==> src/rtl/ms_delay_pkg.sv <==
package ms_delay_pkg;

    typedef enum logic [1:0] {
        ST_IDLE = 2'd0,
        ST_RUN  = 2'd1,
        ST_FIN  = 2'd2
    } call_state_e;

    typedef struct packed {
        call_state_e state;
    } fsm_regs_t;

endpackage

==> src/rtl/ms_tick_prescaler.sv <==
module ms_tick_prescaler #(
    parameter int CYC_PER_MS = 100_000
) (
    input  logic clk,
    input  logic rst_n,
    input  logic clr,
    input  logic en,
    output logic tick
);
    localparam int PRE_W = (CYC_PER_MS > 1) ? $clog2(CYC_PER_MS) : 1;
    localparam logic [PRE_W-1:0] PRE_LAST = PRE_W'(CYC_PER_MS - 1);

    typedef struct packed {
        logic [PRE_W-1:0] cnt;
    } pre_regs_t;

    pre_regs_t r_d, r_q;

    assign tick = en && (r_q.cnt == PRE_LAST);

    always_comb begin
        r_d = r_q;
        if (clr) begin
            r_d.cnt = '0;
        end else if (en) begin
            r_d.cnt = tick ? '0 : r_q.cnt + 1'b1;
        end
    end

    always_ff @(posedge clk) begin
        if (!rst_n) begin
            r_q <= '0;
        end else begin
            r_q <= r_d;
        end
    end

    // Count never passes the last cycle of a millisecond
    assert_prescale_bound_R5: assert property (@(posedge clk) disable iff (!rst_n)
        r_q.cnt <= PRE_LAST);

endmodule

==> src/rtl/ms_count_down.sv <==
module ms_count_down #(
    parameter int ARG_W = 32
) (
    input  logic             clk,
    input  logic             rst_n,
    input  logic             load,
    input  logic [ARG_W-1:0] load_val,
    input  logic             tick,
    output logic             last
);
    typedef struct packed {
        logic [ARG_W-1:0] remaining;
    } cnt_regs_t;

    cnt_regs_t r_d, r_q;

    assign last = (r_q.remaining == ARG_W'(1));

    always_comb begin
        r_d = r_q;
        if (load) begin
            r_d.remaining = load_val;
        end else if (tick) begin
            r_d.remaining = r_q.remaining - 1'b1;
        end
    end

    always_ff @(posedge clk) begin
        if (!rst_n) begin
            r_q <= '0;
        end else begin
            r_q <= r_d;
        end
    end

    // A tick never arrives with nothing left to count
    assert_no_underflow_R5: assert property (@(posedge clk) disable iff (!rst_n)
        tick |-> (r_q.remaining != '0));

    // The captured count only moves on ticks
    assert_hold_between_ticks_R3: assert property (@(posedge clk) disable iff (!rst_n)
        (!load && !tick) |=> $stable(r_q.remaining));

endmodule

==> src/rtl/ms_call_fsm.sv <==
module ms_call_fsm
    import ms_delay_pkg::*;
(
    input  logic clk,
    input  logic rst_n,
    input  logic start,
    input  logic arg_zero,
    input  logic last_tick,
    output logic load,
    output logic run,
    output logic idle,
    output logic valid
);
    fsm_regs_t r_d, r_q;

    assign run   = (r_q.state == ST_RUN);
    assign idle  = (r_q.state != ST_RUN);
    assign valid = (r_q.state == ST_FIN);
    assign load  = idle && start;

    always_comb begin
        r_d = r_q;
        unique case (r_q.state)
            ST_IDLE, ST_FIN: begin
                if (start) begin
                    r_d.state = arg_zero ? ST_FIN : ST_RUN;
                end else begin
                    r_d.state = ST_IDLE;
                end
            end
            ST_RUN: begin
                if (last_tick) begin
                    r_d.state = ST_FIN;
                end
            end
            default: r_d.state = ST_IDLE;
        endcase
    end

    always_ff @(posedge clk) begin
        if (!rst_n) begin
            r_q.state <= ST_IDLE;
        end else begin
            r_q <= r_d;
        end
    end

    assert_accept_drops_idle_R4: assert property (@(posedge clk) disable iff (!rst_n)
        (idle && start && !arg_zero) |=> !idle);

    assert_zero_call_R6: assert property (@(posedge clk) disable iff (!rst_n)
        (idle && start && arg_zero) |=> (valid && idle));

    assert_busy_start_ignored_R2: assert property (@(posedge clk) disable iff (!rst_n)
        (!idle && start && !last_tick) |=> !idle);

    assert_valid_single_R7: assert property (@(posedge clk) disable iff (!rst_n)
        (valid && !start) |=> (!valid && idle));

endmodule

==> src/rtl/ms_delay_call.sv <==
module ms_delay_call #(
    parameter int CLK_HZ = 100_000_000,
    parameter int ARG_W  = 32
) (
    input  logic             clk,
    input  logic             rst_n,
    input  logic [ARG_W-1:0] ms_arg,
    input  logic             start,
    output logic             idle,
    output logic             valid
);
    localparam int CYC_PER_MS = (CLK_HZ / 1000 > 0) ? CLK_HZ / 1000 : 1;

    logic load, run, tick, last, last_tick, arg_zero;

    assign arg_zero  = (ms_arg == '0);
    assign last_tick = tick && last;

    ms_tick_prescaler #(.CYC_PER_MS(CYC_PER_MS)) u_pre (
        .clk   (clk),
        .rst_n (rst_n),
        .clr   (load),
        .en    (run),
        .tick  (tick)
    );

    ms_count_down #(.ARG_W(ARG_W)) u_cnt (
        .clk      (clk),
        .rst_n    (rst_n),
        .load     (load),
        .load_val (ms_arg),
        .tick     (tick),
        .last     (last)
    );

    ms_call_fsm u_fsm (
        .clk       (clk),
        .rst_n     (rst_n),
        .start     (start),
        .arg_zero  (arg_zero),
        .last_tick (last_tick),
        .load      (load),
        .run       (run),
        .idle      (idle),
        .valid     (valid)
    );

endmodule

==> config.mk <==
export PLATFORM = sky130hd
export DESIGN_NAME = ms_delay_call
export DESIGN_NICKNAME = d
export VERILOG_FILES = /design/src/rtl/ms_delay_pkg.sv /design/src/rtl/ms_tick_prescaler.sv /design/src/rtl/ms_count_down.sv /design/src/rtl/ms_call_fsm.sv /design/src/rtl/ms_delay_call.sv
export SDC_FILE = /design/constraint.sdc
export NUM_CORES = 1
export LEC_CHECK = 0
export BUFFER_PORTS_ARGS = -buffer_cell sky130_fd_sc_hd__buf_2
export CORE_MARGIN = 8
export CORE_UTILIZATION = 40
export DETAILED_ROUTE_END_ITERATION = 8
export GPL_TIMING_DRIVEN = 1
export PLACE_DENSITY = 0.71
export SETUP_SLACK_MARGIN = 0.1
export SYNTH_ARGS = -nofsm -noshare
export SYNTH_HDL_FRONTEND = slang
export SYNTH_SLANG_ARGS = --single-unit
==> constraint.sdc <==
create_clock -name clk -period 2.1 [get_ports clk]
set_input_delay 0.21 -clock clk [delete_from_list [all_inputs] [get_ports clk]]
set_output_delay 0.21 -clock clk [all_outputs]
set_load 0.1 [all_outputs]
* After elaboration in Yosys (flattened, before gate mapping)
Index checks and enable logic that the tools add are counted.
W data, S select, Z words.
** Cells by class
- $add $sub $neg :: 2
- Equal/unequal tests :: 6
- Multiplexer cells :: 7
- Bitwise operators :: 1
- Reduce and logical (&&, ||, !) cells :: 8
** Operator list (count)
- $mux W32 :: 2
- $eq A32 B1 Y1 const B :: 1
- $logic_not A32 Y1 :: 1
- $sub A32 B1 Y32 const B :: 1
- $add A17 B1 Y17 const B :: 1
- $eq A17 B17 Y1 const B :: 1
- $mux W17 :: 1
- $mux W2 :: 3
- $pmux W2 S2 :: 1
- $reduce_or A2 Y1 :: 2
- $logic_and A1 B1 Y1 :: 3
- $eq A2 B1 Y1 const B :: 1
- $eq A2 B2 Y1 const B :: 1
- $logic_not A2 Y1 :: 1
- $ne A2 B1 Y1 const B :: 1
- $ne A2 B2 Y1 const B :: 1
- $reduce_bool A2 Y1 :: 1
- $not A1 Y1 :: 1
** Word-level totals
- Register bits after elaboration :: 51
- Bits of input ports :: 35
- Output and inout port bits :: 2
- Logic and storage cells :: 27

* Longest topological paths before layout
Gate-level depths: netlist (run 1).
- Depth after elaboration :: 5
- Gate-level depth with buffers :: 9

* Modules after synthesis
Synthesis (run 1) repeated with hierarchy kept, for this count alone.
** Second synthesis, totals
- Cells, all modules :: 369
- Area total of the unflattened synthesis :: 3037.9 sq um
** Modules (own cells, without submodules)
- ms_count_down :: instances 1, cells an instance 248, area an instance 1961.9 sq um
- ms_tick_prescaler :: instances 1, cells an instance 97, area an instance 878.3 sq um
- ms_call_fsm :: instances 1, cells an instance 12, area an instance 118.9 sq um
- ms_delay_call :: instances 1, cells an instance 12, area an instance 78.8 sq um

* Worst setup path before layout (run 1)
No wires, ideal clock.
- Kind :: reg2reg
- Start point :: register u_fsm.r_q[0] (netlist name)
- End point :: register u_cnt.r_q[0] (netlist name)
- Setup time :: 0.115 ns
- Data arrival time :: 2.571 ns
- Required time :: 1.985 ns
- Setup slack :: -0.585 ns
- Stages on the path, launching flop included :: 10
- Path buffers :: 3
- Cell sequence :: dfxtp_1 > nor2b_1 > clkbuf_1 > clkinv_1 > and2_1 > clkbuf_1 > clkbuf_1 > nand2_1 > o21ai_0 > o21a_1
** Between the ends
- Longest elaborated chain between the ends :: 3
** Ends and longest elaborated chain
- start: declaration :: RTL line ms_call_fsm.sv:14 : fsm_regs_t r_d, r_q;
- start signal: assignment :: RTL line ms_call_fsm.sv:44 : r_q <= r_d;
- $ne A2 B1 Y1 (*) :: RTL line ms_call_fsm.sv:17 : assign idle = (r_q.state != ST_RUN);
- via idle :: RTL line ms_delay_call.sv:9 : output logic idle,
- $logic_and A1 B1 Y1 (*) :: RTL line ms_call_fsm.sv:19 : assign load = idle && start;
- $mux W32 or $reduce_bool A2 Y1 (tied branches)
- end signal: assignment :: RTL line ms_count_down.sv:32 : r_q <= r_d;
- end: declaration :: RTL line ms_count_down.sv:15 : cnt_regs_t r_d, r_q;
The timed path passes the listed nets; every way through them passes the cells marked *.
A chain may end at the register's enable or synchronous reset.

* Worst setup path after layout (run 1)
- Start point :: register u_cnt.r_q[21] (netlist name)
- End point :: register u_fsm.r_q[0] (netlist name)
** Between the ends
- Longest elaborated chain between the ends :: 3
** Ends and longest elaborated chain
- $eq A32 B1 Y1 :: RTL line ms_count_down.sv:17 : assign last = (r_q.remaining == ARG_W'(1));
- $logic_and A1 B1 Y1 :: RTL line ms_delay_call.sv:17 : assign last_tick = tick && last;
- $ne A2 B2 Y1 (no source line)
Every way passes these cells.

==> impl_metrics.yaml, run 1 <==
timing:
  slew_headroom_pct: 58.8
  timing.hold.ws_ns: 0.172
  fin_crit_sh_pct: 93.6
  finalSetupTns_ns: 0
  hold_viol: 0
  setup_viol: 0
  drv_slew: 0
  clock_skew_ns: 0.0109
  final.min_clock_period_ns: 1.97
  fmax_ghz: 0.509
  worst_slew_pin_slew_ns: 0.613
  rsz0062_at_grt: "true"
layout:
  num_antenna_cells: 0
  final_cell_area_um2: 3700
  drive_above_1_share_pct: 28.7
  stdcell_count: 534
  nets: 472
  area_growth_pct: 24.7
die:
  die_area_um2: 10400
  die_h_um: 102
  core-area_um2: 7210
  die_w_um: 102
  num_rows: 31
  io_pins: 37
  start_util_pct: 41.1
power:
  ir_drop_mv: 0.295
  p_leak_uw: 0.00136
  power_frac_clock_pct: 26.7
  power.internal_uw: 1610
  p_comb_share_pct: 26.5
  netSwitchingPower_uw: 743
  p_sw_share_pct: 31.6
  p_total_uw: 2350
  power_density_nw_per_um2: 635
  seq_power_share_pct: 46.8
clock_tree:
  cts_root_buffer: "clkbuf_8"
  cts_buffers: 5
  htree_levels: 2
  insertion_delay_ns: 0.31
  clock_path_buffers: 2
  cts_tree: "done"
  cts_sinks: 51
  clk_pin_slew_worst_paths_ns: 0.10
grt:
  grtUsageMet1_pct: 20.9
  grt_pass1_wl_mm: 14.1
  track_usage_pct: 16.7
  met2_usage_pct: 28.0
  busiest_layer: "met2"
  antenna_found_initial: 0
  grt_max_degree: 29
  first_global_vias: 2933
  grt_use_met3_pct: 3.54
  grt_remaining_overflow: 0
route:
  first_pass_iters: 4
  num_vias: 3088
  drcViolationCount: 0
  antenna_left: 0
  viasPerCell: 5.78
  wirelength_mm: 8.53
  drt_iter0_markers: 228
  post_drt_wl_per_cell_um: 16.0
setup_path:
  worstSetupPathType: "register to register"
  cp_data_arrival_time_ns: 2.18
  critPathLaunchType: "register"
  regToRegSetupSlack_ns: 0.13
  cp-end-kind: "register"
  crit_required_ns: 2.31
  crit_path_max_fanout: 3
placed_design:
  port_buffers: 36
  gp_congestion: 0.909
  dp_hpwl_mm: 6.44
  place_area_um2: 3430
  placed_cells: 518
synth:
  synth_commonest_cells: "51 x dfxtp_1, 43 x nor2_1, 41 x nand2_1, 17 x nand3_1, 17 x nand4_1"
  syn_nets: 407
  syn_inst: 369
  synth_edf_count: 0
  synth_area_um2: 2970
  synth-seq-area-share_pct: 34.4
  synth.top_cells.by_area: "dfxtp_1 34%, nor2_1 5.4%, nand2_1 5.2%"
  synthArstFlopShare_pct: 0
  synth_top_area_share_pct: 34.4
  synth_most_common_cell: "dfxtp_1"
  synthFlopType: "dfxtp_1"
  ys_ff_latch: 51
  synth.avg_cell_area_um2: 8.04
  yosys.area.top_type: "dfxtp_1"
  synth.distinct_cells: 68
  ys_warn_count: 0
min_path:
  hp-class: "primary input to register"
flow_run:
  maxCapViolations: 0
run_status:
  status: "completed"
logic make-up after synthesis:
kind of cell,after synthesis,synth area share [%]
XOR/XNOR,20,5.90
buffers and inverters,28,4.09
AND/OR/NAND/NOR,186,35.5
flip-flops,51,34.4
AO/OA/AOI/OAI,81,18.9
adder cells (fa/ha/maj),3,1.27
worst max-delay path: stages, from the launching register on:
cell and delay [ns]:
dfxtp_2 0.35, nor4_4 0.31, nand2_2 0.10, or3_4 0.39, or4_4 0.50, a31o_1 0.23
cell usage in the layout, fill, tap and decap left out, types with 12 or more instances in the layout:
| cell type | instances |
|---|---|
| nand2_1 | 40 |
| dfxtp_1 | 44 |
| buf_4 | 40 |
| nor4_1 | 14 |
| buf_2 | 36 |
| nand4_1 | 17 |
| o21ai_0 | 12 |
| xor2_1 | 13 |
| nor2_1 | 42 |
| a21oi_1 | 16 |
| nand3_1 | 17 |
power by group through the flow:
stage          Clock (uW)  Combinational (uW)  Sequential (uW)
6_report              627                 622             1100
4_1_cts               641                 567             1090
5_1_grt               679                 676             1110
3_3_place_gp            0                 548             1110
3_5_place_dp            0                 556             1110
2_1_floorplan           0                 358             1100
final cells by class:
class,instances,area [um2]
multi-input cells,290,1920
fillers,701,3510
repair buffers,76,480
well taps,99,124
clock buffers,8,100
inverters,10,42.5
flip-flops and latches,51,1030
per-stage QoR:
step           setup slack [ns]  utilization, %
2_1_floorplan             0.115               -
3_3_place_gp              0.114            47.6
5_1_grt                  0.0605            51.3
3_5_place_dp             0.0608            47.6
6_report                  0.134            51.3
4_1_cts                  0.0979            49.5
worst paths after layout:
path / startpoint / to / cells after the start
worst min register to register: u_cnt.r_q[29] / u_cnt.r_q[29] / 2
worst max-delay path: u_cnt.r_q[21] / u_fsm.r_q[0] / 5
worst min-delay path: ms_arg[17] / u_cnt.r_q[17] / 3
worst max register to register: u_cnt.r_q[21] / u_fsm.r_q[0] / 5
layer usage:
metal	part of all wire [%]	wire length (um)
met1	43	3700
met2	49	4160
met3	5.9	501
met4	1.9	161
met5	0	0
sequential cells by signal (all words and copies together) (netlist names):
signal and flops:
u_pre.r_q 17, u_cnt.r_q 32, u_fsm.r_q 2
timing repair:
| item | 4_1_cts | 5_1_grt |
|---|---|---|
| pin swaps | 3 | 13 |
| buffers inserted | 3 | 5 |
| endpoints found under the setup margin | 8 | 22 |
| hold buffers | 0 | 0 |
| resized for setup | 6 | 25 |
No activity file was read; power rests on OpenSTA's default activity.
==> run 2: changes to the inputs <==
Settings changed: MAX_ROUTING_LAYER from default to met4.
==> run 2 against run 1 <==
Worst hold slack worse by 0.0022 ns; fmax down 0.26%; sequential share of layout area about the same; non-clock buffer count unchanged; cell count unchanged; sequential cell count unchanged; clock power up 0.6%; power up 0.32%; largest cell class unchanged; highest routed layer unchanged.
==> impl_metrics.yaml, run 2 (synthesis gave the netlist of run 1 again) <==
run_status:
  status: "completed"
layout:
  final_common_cell: "dfxtp_1"
  num_antenna_cells: 0
  drive_above_1_share_pct: 28.7
  multi_input_area_um2: 1920
  regMostFlops: "u_cnt.r_q"
  layout_common_cells: "44 x dfxtp_1, 42 x nor2_1, 40 x nand2_1, 40 x buf_4, 36 x buf_2"
  final_cell_area_um2: 3700
  seq_area_um2: 1030
  fill_cells: 700
  stdcell_count: 534
  area_growth_pct: 24.6
  largest_register_ff_count: 32
  nets: 472
  largestRegisters: "u_cnt.r_q (32), u_pre.r_q (17), u_fsm.r_q (2)"
timing:
  timing.hold.ws_ns: 0.170
  fin_crit_sh_pct: 93.9
  final.min_clock_period_ns: 1.97
  worst_slew_pin_slew_ns: 0.603
  finalSetupTns_ns: 0
  fmax_ghz: 0.507
  setup_viol: 0
  rsz0062_at_grt: "true"
  drv_slew: 0
  clock_skew_ns: 0.0138
  hold_viol: 0
  slew_headroom_pct: 59.4
setup_path:
  worstSetupPathType: "register to register"
  critPathLaunchType: "register"
  cp_data_arrival_time_ns: 2.17
  r2r_cells: 6
  crit_cells: 6
  crit_slowest_cell: "or4_4"
  path_cells: "or4_4, or2_4, nor4_4, buf_4, xnor2_1, a21oi_2"
  cp-end-kind: "register"
  cp_num_buf_inv: 1
  crit_required_ns: 2.30
  critical_path.top_delay_family: "simple AND/OR/NAND/NOR gates"
  crit_path_max_fanout: 5
  cpPeakStageDelay_ns: 0.59
power:
  ir_drop_mv: 0.295
  power_density_nw_per_um2: 637
  p_leak_uw: 0.00136
  p_total_uw: 2360
route:
  num_vias: 3130
  antenna_left: 0
  first_pass_iters: 5
  drt_iter0_markers: 208
  drcViolationCount: 0
  wirelength_mm: 8.60
  viasPerCell: 5.86
  post_drt_wl_per_cell_um: 16.1
placed_design:
  dp_hpwl_mm: 6.44
  place_area_um2: 3430
  gp_congestion: 0.924
  port_buffers: 36
  placed_cells: 518
grt:
  grt_max_degree: 29
  track_usage_pct: 17.2
  first_global_vias: 2938
  grt_pass1_wl_mm: 14.1
  antenna_found_initial: 0
  grt_remaining_overflow: 0
min_path:
  holdPathStages: 3
  hp-class: "primary input to register"
clock_tree:
  htree_levels: 2
  cts_tree: "done"
  cts_buffers: 5
  insertion_delay_ns: 0.31
  cts_sinks: 51
  clk_pin_slew_worst_paths_ns: 0.10
  clock_path_buffers: 2
  cts_root_buffer: "clkbuf_8"
  ctsHoldBuffers: 0
die:
  core-area_um2: 7210
  start_util_pct: 41.1
  die_h_um: 102
  die_w_um: 102
  io_pins: 37
  die_area_um2: 10400
  num_rows: 31
flow_run:
  maxCapViolations: 0
[run 2: cell counts in the layout (fill, tap and decap cells not counted)]
Identical to the previous run, type by type.
[run 2: path summary, 6_finish.rpt]
| path | from | slack [ns] | end |
|---|---|---|---|
| max | u_cnt.r_q[10] | 0.13 | u_cnt.r_q[15] |
| min | ms_arg[17] | 0.17 | u_cnt.r_q[17] |
| max reg2reg | u_cnt.r_q[10] | 0.13 | u_cnt.r_q[15] |
| min reg2reg | u_cnt.r_q[29] | 0.51 | u_cnt.r_q[29] |
[run 2: layout make-up]
cell class | count | area share, %
clock buffers | 8 | 2.71
well taps | 99 | 3.35
flip-flops and latches | 51 | 27.9
inverters | 10 | 1.15
multi-input cells | 290 | 51.9
repair buffers | 76 | 13.0
[run 2: where the power goes]
group | leakage [uW] | internal [uW] | switching (uW)
sequential | 0.000420 | 1030 | 75.3
clock | 0.0000515 | 302 | 329
combinational | 0.000890 | 279 | 345
total | 0.00136 | 1610 | 750
[run 2: worst min-delay path: cells and delay by family]
family	cells	cell delay (ns)
AOI/OAI and AO/OA	1	0.07
and+or+nand+nor	1	0.05
buffers and inverters	1	0.11
[run 2: routing by layer]
layer | track usage, % | wire length [um] | up-vias
li1 | - | - | 1507
met1 | 21.1 | 3740 | 1499
met2 | 28.0 | 4160 | 112
met3 | 3.20 | 545 | 12
met4 | 5.42 | 159 | 0
met5 | - | 0 | -
[run 2: per-stage QoR]
stage | utilization, % | setup slack, ns
final | 51.2 | 0.129
after detailed placement | 47.6 | 0.0608
after global routing | 51.2 | 0.0626
after global placement | 47.6 | 0.114
after CTS | 49.5 | 0.0979
after floorplan | - | 0.115
[run 2: repair_timing]
action / 4_1_cts / 5_1_grt
gates resized for setup: 6 / 24
setup buffers: 3 / 5
endpoints found under the setup margin: 8 / 22
pin swaps: 3 / 13
==> run 3: changes to the inputs <==
Settings changed: PLACE_DENSITY 0.71 to 0.69.
Clock period 2.1 ns to 1.9 ns, I/O delays scaled along.
==> run 3 against run 2 <==
The run now ends with setup timing left; routed wire length rose by 7.6%; first-iteration DRC count rose by 3.8%; cell count grew 7.3%; utilization rose by 7.3 points; critical path depth decreased by 1; die area stayed put; sequential cell count is the same; non-clock buffer count increased by 39; register-to-register slack got worse by 0.20 ns; critical path type unchanged; largest power group unchanged; highest routed layer unchanged.
==> impl_metrics.yaml, run 3 (synthesis gave the netlist of run 1 again) <==
run_status:
  status: "finished with violations"
  violations: "setup timing"
setup_path:
  critPathLaunchType: "register"
  cpPeakStageDelay_ns: 0.51
  cp_num_buf_inv: 0
  r2r-end: "u_fsm.r_q[0]"
  crit_required_ns: 2.11
  r2r_cells: 5
  regToRegSetupSlack_ns: -0.07
  critical_path.top_delay_family: "simple AND/OR/NAND/NOR gates"
  crit_path_max_fanout: 2
  cp_data_arrival_time_ns: 2.18
  r2r-start: "u_cnt.r_q[19]"
  crit_slowest_cell: "or4_4"
  worstSetupPathType: "register to register"
  path_cells: "nor4_4, nand2_2, or3_4, or4_4, a31o_1"
  cp-end-kind: "register"
power:
  seq_power_share_pct: 43.4
  p_total_uw: 2790
  power_density_nw_per_um2: 660
  power.internal_uw: 1880
  power_frac_clock_pct: 25.7
  p_leak_uw: 0.00164
  p_sw_share_pct: 32.6
  netSwitchingPower_uw: 908
  p_comb_share_pct: 30.9
  ir_drop_mv: 0.366
clock_tree:
  cts_sinks: 51
  clk_pin_slew_worst_paths_ns: 0.10
  clock_path_buffers: 2
  cts_tree: "done"
  insertion_delay_ns: 0.31
  htree_levels: 2
  cts_buffers: 5
  ctsHoldBuffers: 0
  cts_root_buffer: "clkbuf_8"
die:
  die_area_um2: 10400
  io_pins: 37
  num_rows: 31
  die_h_um: 102
  start_util_pct: 41.1
  die_w_um: 102
  core-area_um2: 7210
min_path:
  hp-start: "ms_arg[18]"
  holdPathStages: 3
  hp-class: "primary input to register"
  holdPathEnd: "u_cnt.r_q[18]"
timing:
  slew_headroom_pct: 66.9
  final.min_clock_period_ns: 1.97
  fmax_ghz: 0.506
  setup_viol: 5
  rsz0062_at_grt: "true"
  drv_slew: 0
  finalSetupTns_ns: -0.139
  timing.hold.ws_ns: 0.145
  hold_viol: 0
  fin_crit_sh_pct: 104
  clock_skew_ns: 0.00838
  worst_slew_pin_slew_ns: 0.491
  worst_slack_ns: -0.0744
route:
  dr_wl_met3_um: 630
  num_vias: 3271
  dr.max_layer_used: "met4"
  viasPerCell: 5.71
  drcViolationCount: 0
  antenna_left: 0
  drt_iter0_markers: 216
  wl_met2_mm: 4.49
  wl_met1_mm: 3.88
  first_pass_iters: 5
  post_drt_wl_per_cell_um: 16.2
  wirelength_mm: 9.26
layout:
  num_antenna_cells: 0
  drive_above_1_share_pct: 39.5
  nets: 511
  fill_cells: 661
  regMostFlops: "u_cnt.r_q"
  multi_input_area_um2: 2080
  largestRegisters: "u_cnt.r_q (32), u_pre.r_q (17), u_fsm.r_q (2)"
  area_growth_pct: 42.4
  layout_common_cells: "70 x buf_4, 39 x nor2_1, 39 x nand2_1, 39 x dfxtp_1, 36 x buf_2"
  final_common_cell: "buf_4"
  final_cell_area_um2: 4220
  seq_area_um2: 1040
  largest_register_ff_count: 32
grt:
  grt_pass1_wl_mm: 14.9
  grt_max_degree: 29
  first_global_vias: 3174
  antenna_found_initial: 0
  track_usage_pct: 18.4
  grt_remaining_overflow: 0
placed_design:
  dp_hpwl_mm: 6.92
  place_area_um2: 3790
  pre_cts_ws_ns: -0.144
  port_buffers: 36
  gp_congestion: 0.871
flow_run:
  maxCapViolations: 0
run 3: power by group through the flow:
stage,combinational (uW),clock [uW],sequential (uW)
after floorplan,413,0,1220
after global placement,717,0,1220
after detailed placement,724,0,1220
after CTS,782,729,1200
after global routing,933,759,1220
final,861,717,1210
run 3: cell type report:
class	count	share of cell area (%)
timing repair buffer	115	19.5
multi-input combinational	290	49.3
clock inverter	1	0.178
inverter	10	1.18
clock buffer	7	2.28
tap	99	2.93
sequential	51	24.6
run 3: worst reg2reg max path, cell delays in order (launching register included):
cell and delay [ns]:
dfxtp_1 0.35, nor4_4 0.30, nand2_2 0.10, or3_4 0.38, or4_4 0.51, a31o_1 0.23
run 3: metrics by stage:
stage / std cells / utilization [%]
3_3_place_gp: 557 / 52.5
5_1_grt: 573 / 58.6
4_1_cts: 570 / 56.2
6_report: 573 / 58.6
2_1_floorplan: 369 / -
3_5_place_dp: 557 / 52.5
run 3: how the worst max path moves through the flow:
| stage | endpoint | slack [ns] | startpoint | depth (start not counted) |
|---|---|---|---|---|
| 2_1_floorplan | u_fsm.r_q[0] | -0.02 | u_pre.r_q[1] | 8 |
| 3_3_place_gp | u_cnt.r_q[31] | -0.08 | u_cnt.r_q[10] | 5 |
| 3_5_place_dp | u_cnt.r_q[31] | -0.14 | u_cnt.r_q[10] | 5 |
| 4_1_cts | u_fsm.r_q[0] | -0.05 | u_cnt.r_q[21] | 5 |
| 5_1_grt | u_cnt.r_q[23] | -0.13 | u_cnt.r_q[10] | 6 |
| 6_report | u_fsm.r_q[0] | -0.07 | u_cnt.r_q[19] | 5 |
run 3: timing repair:
| action | 4_1_cts | 5_1_grt |
|---|---|---|
| pin swaps | 22 | 23 |
| setup endpoints to repair | 23 | 41 |
| gates cloned | 0 | 0 |
| resized for setup | 31 | 37 |
| setup buffers | 5 | 4 |
run 3: layer usage:
metal / vias to the layer above / track usage [%]
li1: 1583 / -
met5: - / -
met3: 22 / 3.47
met2: 114 / 29.9
met1: 1552 / 21.9
met4: 0 / 7.00
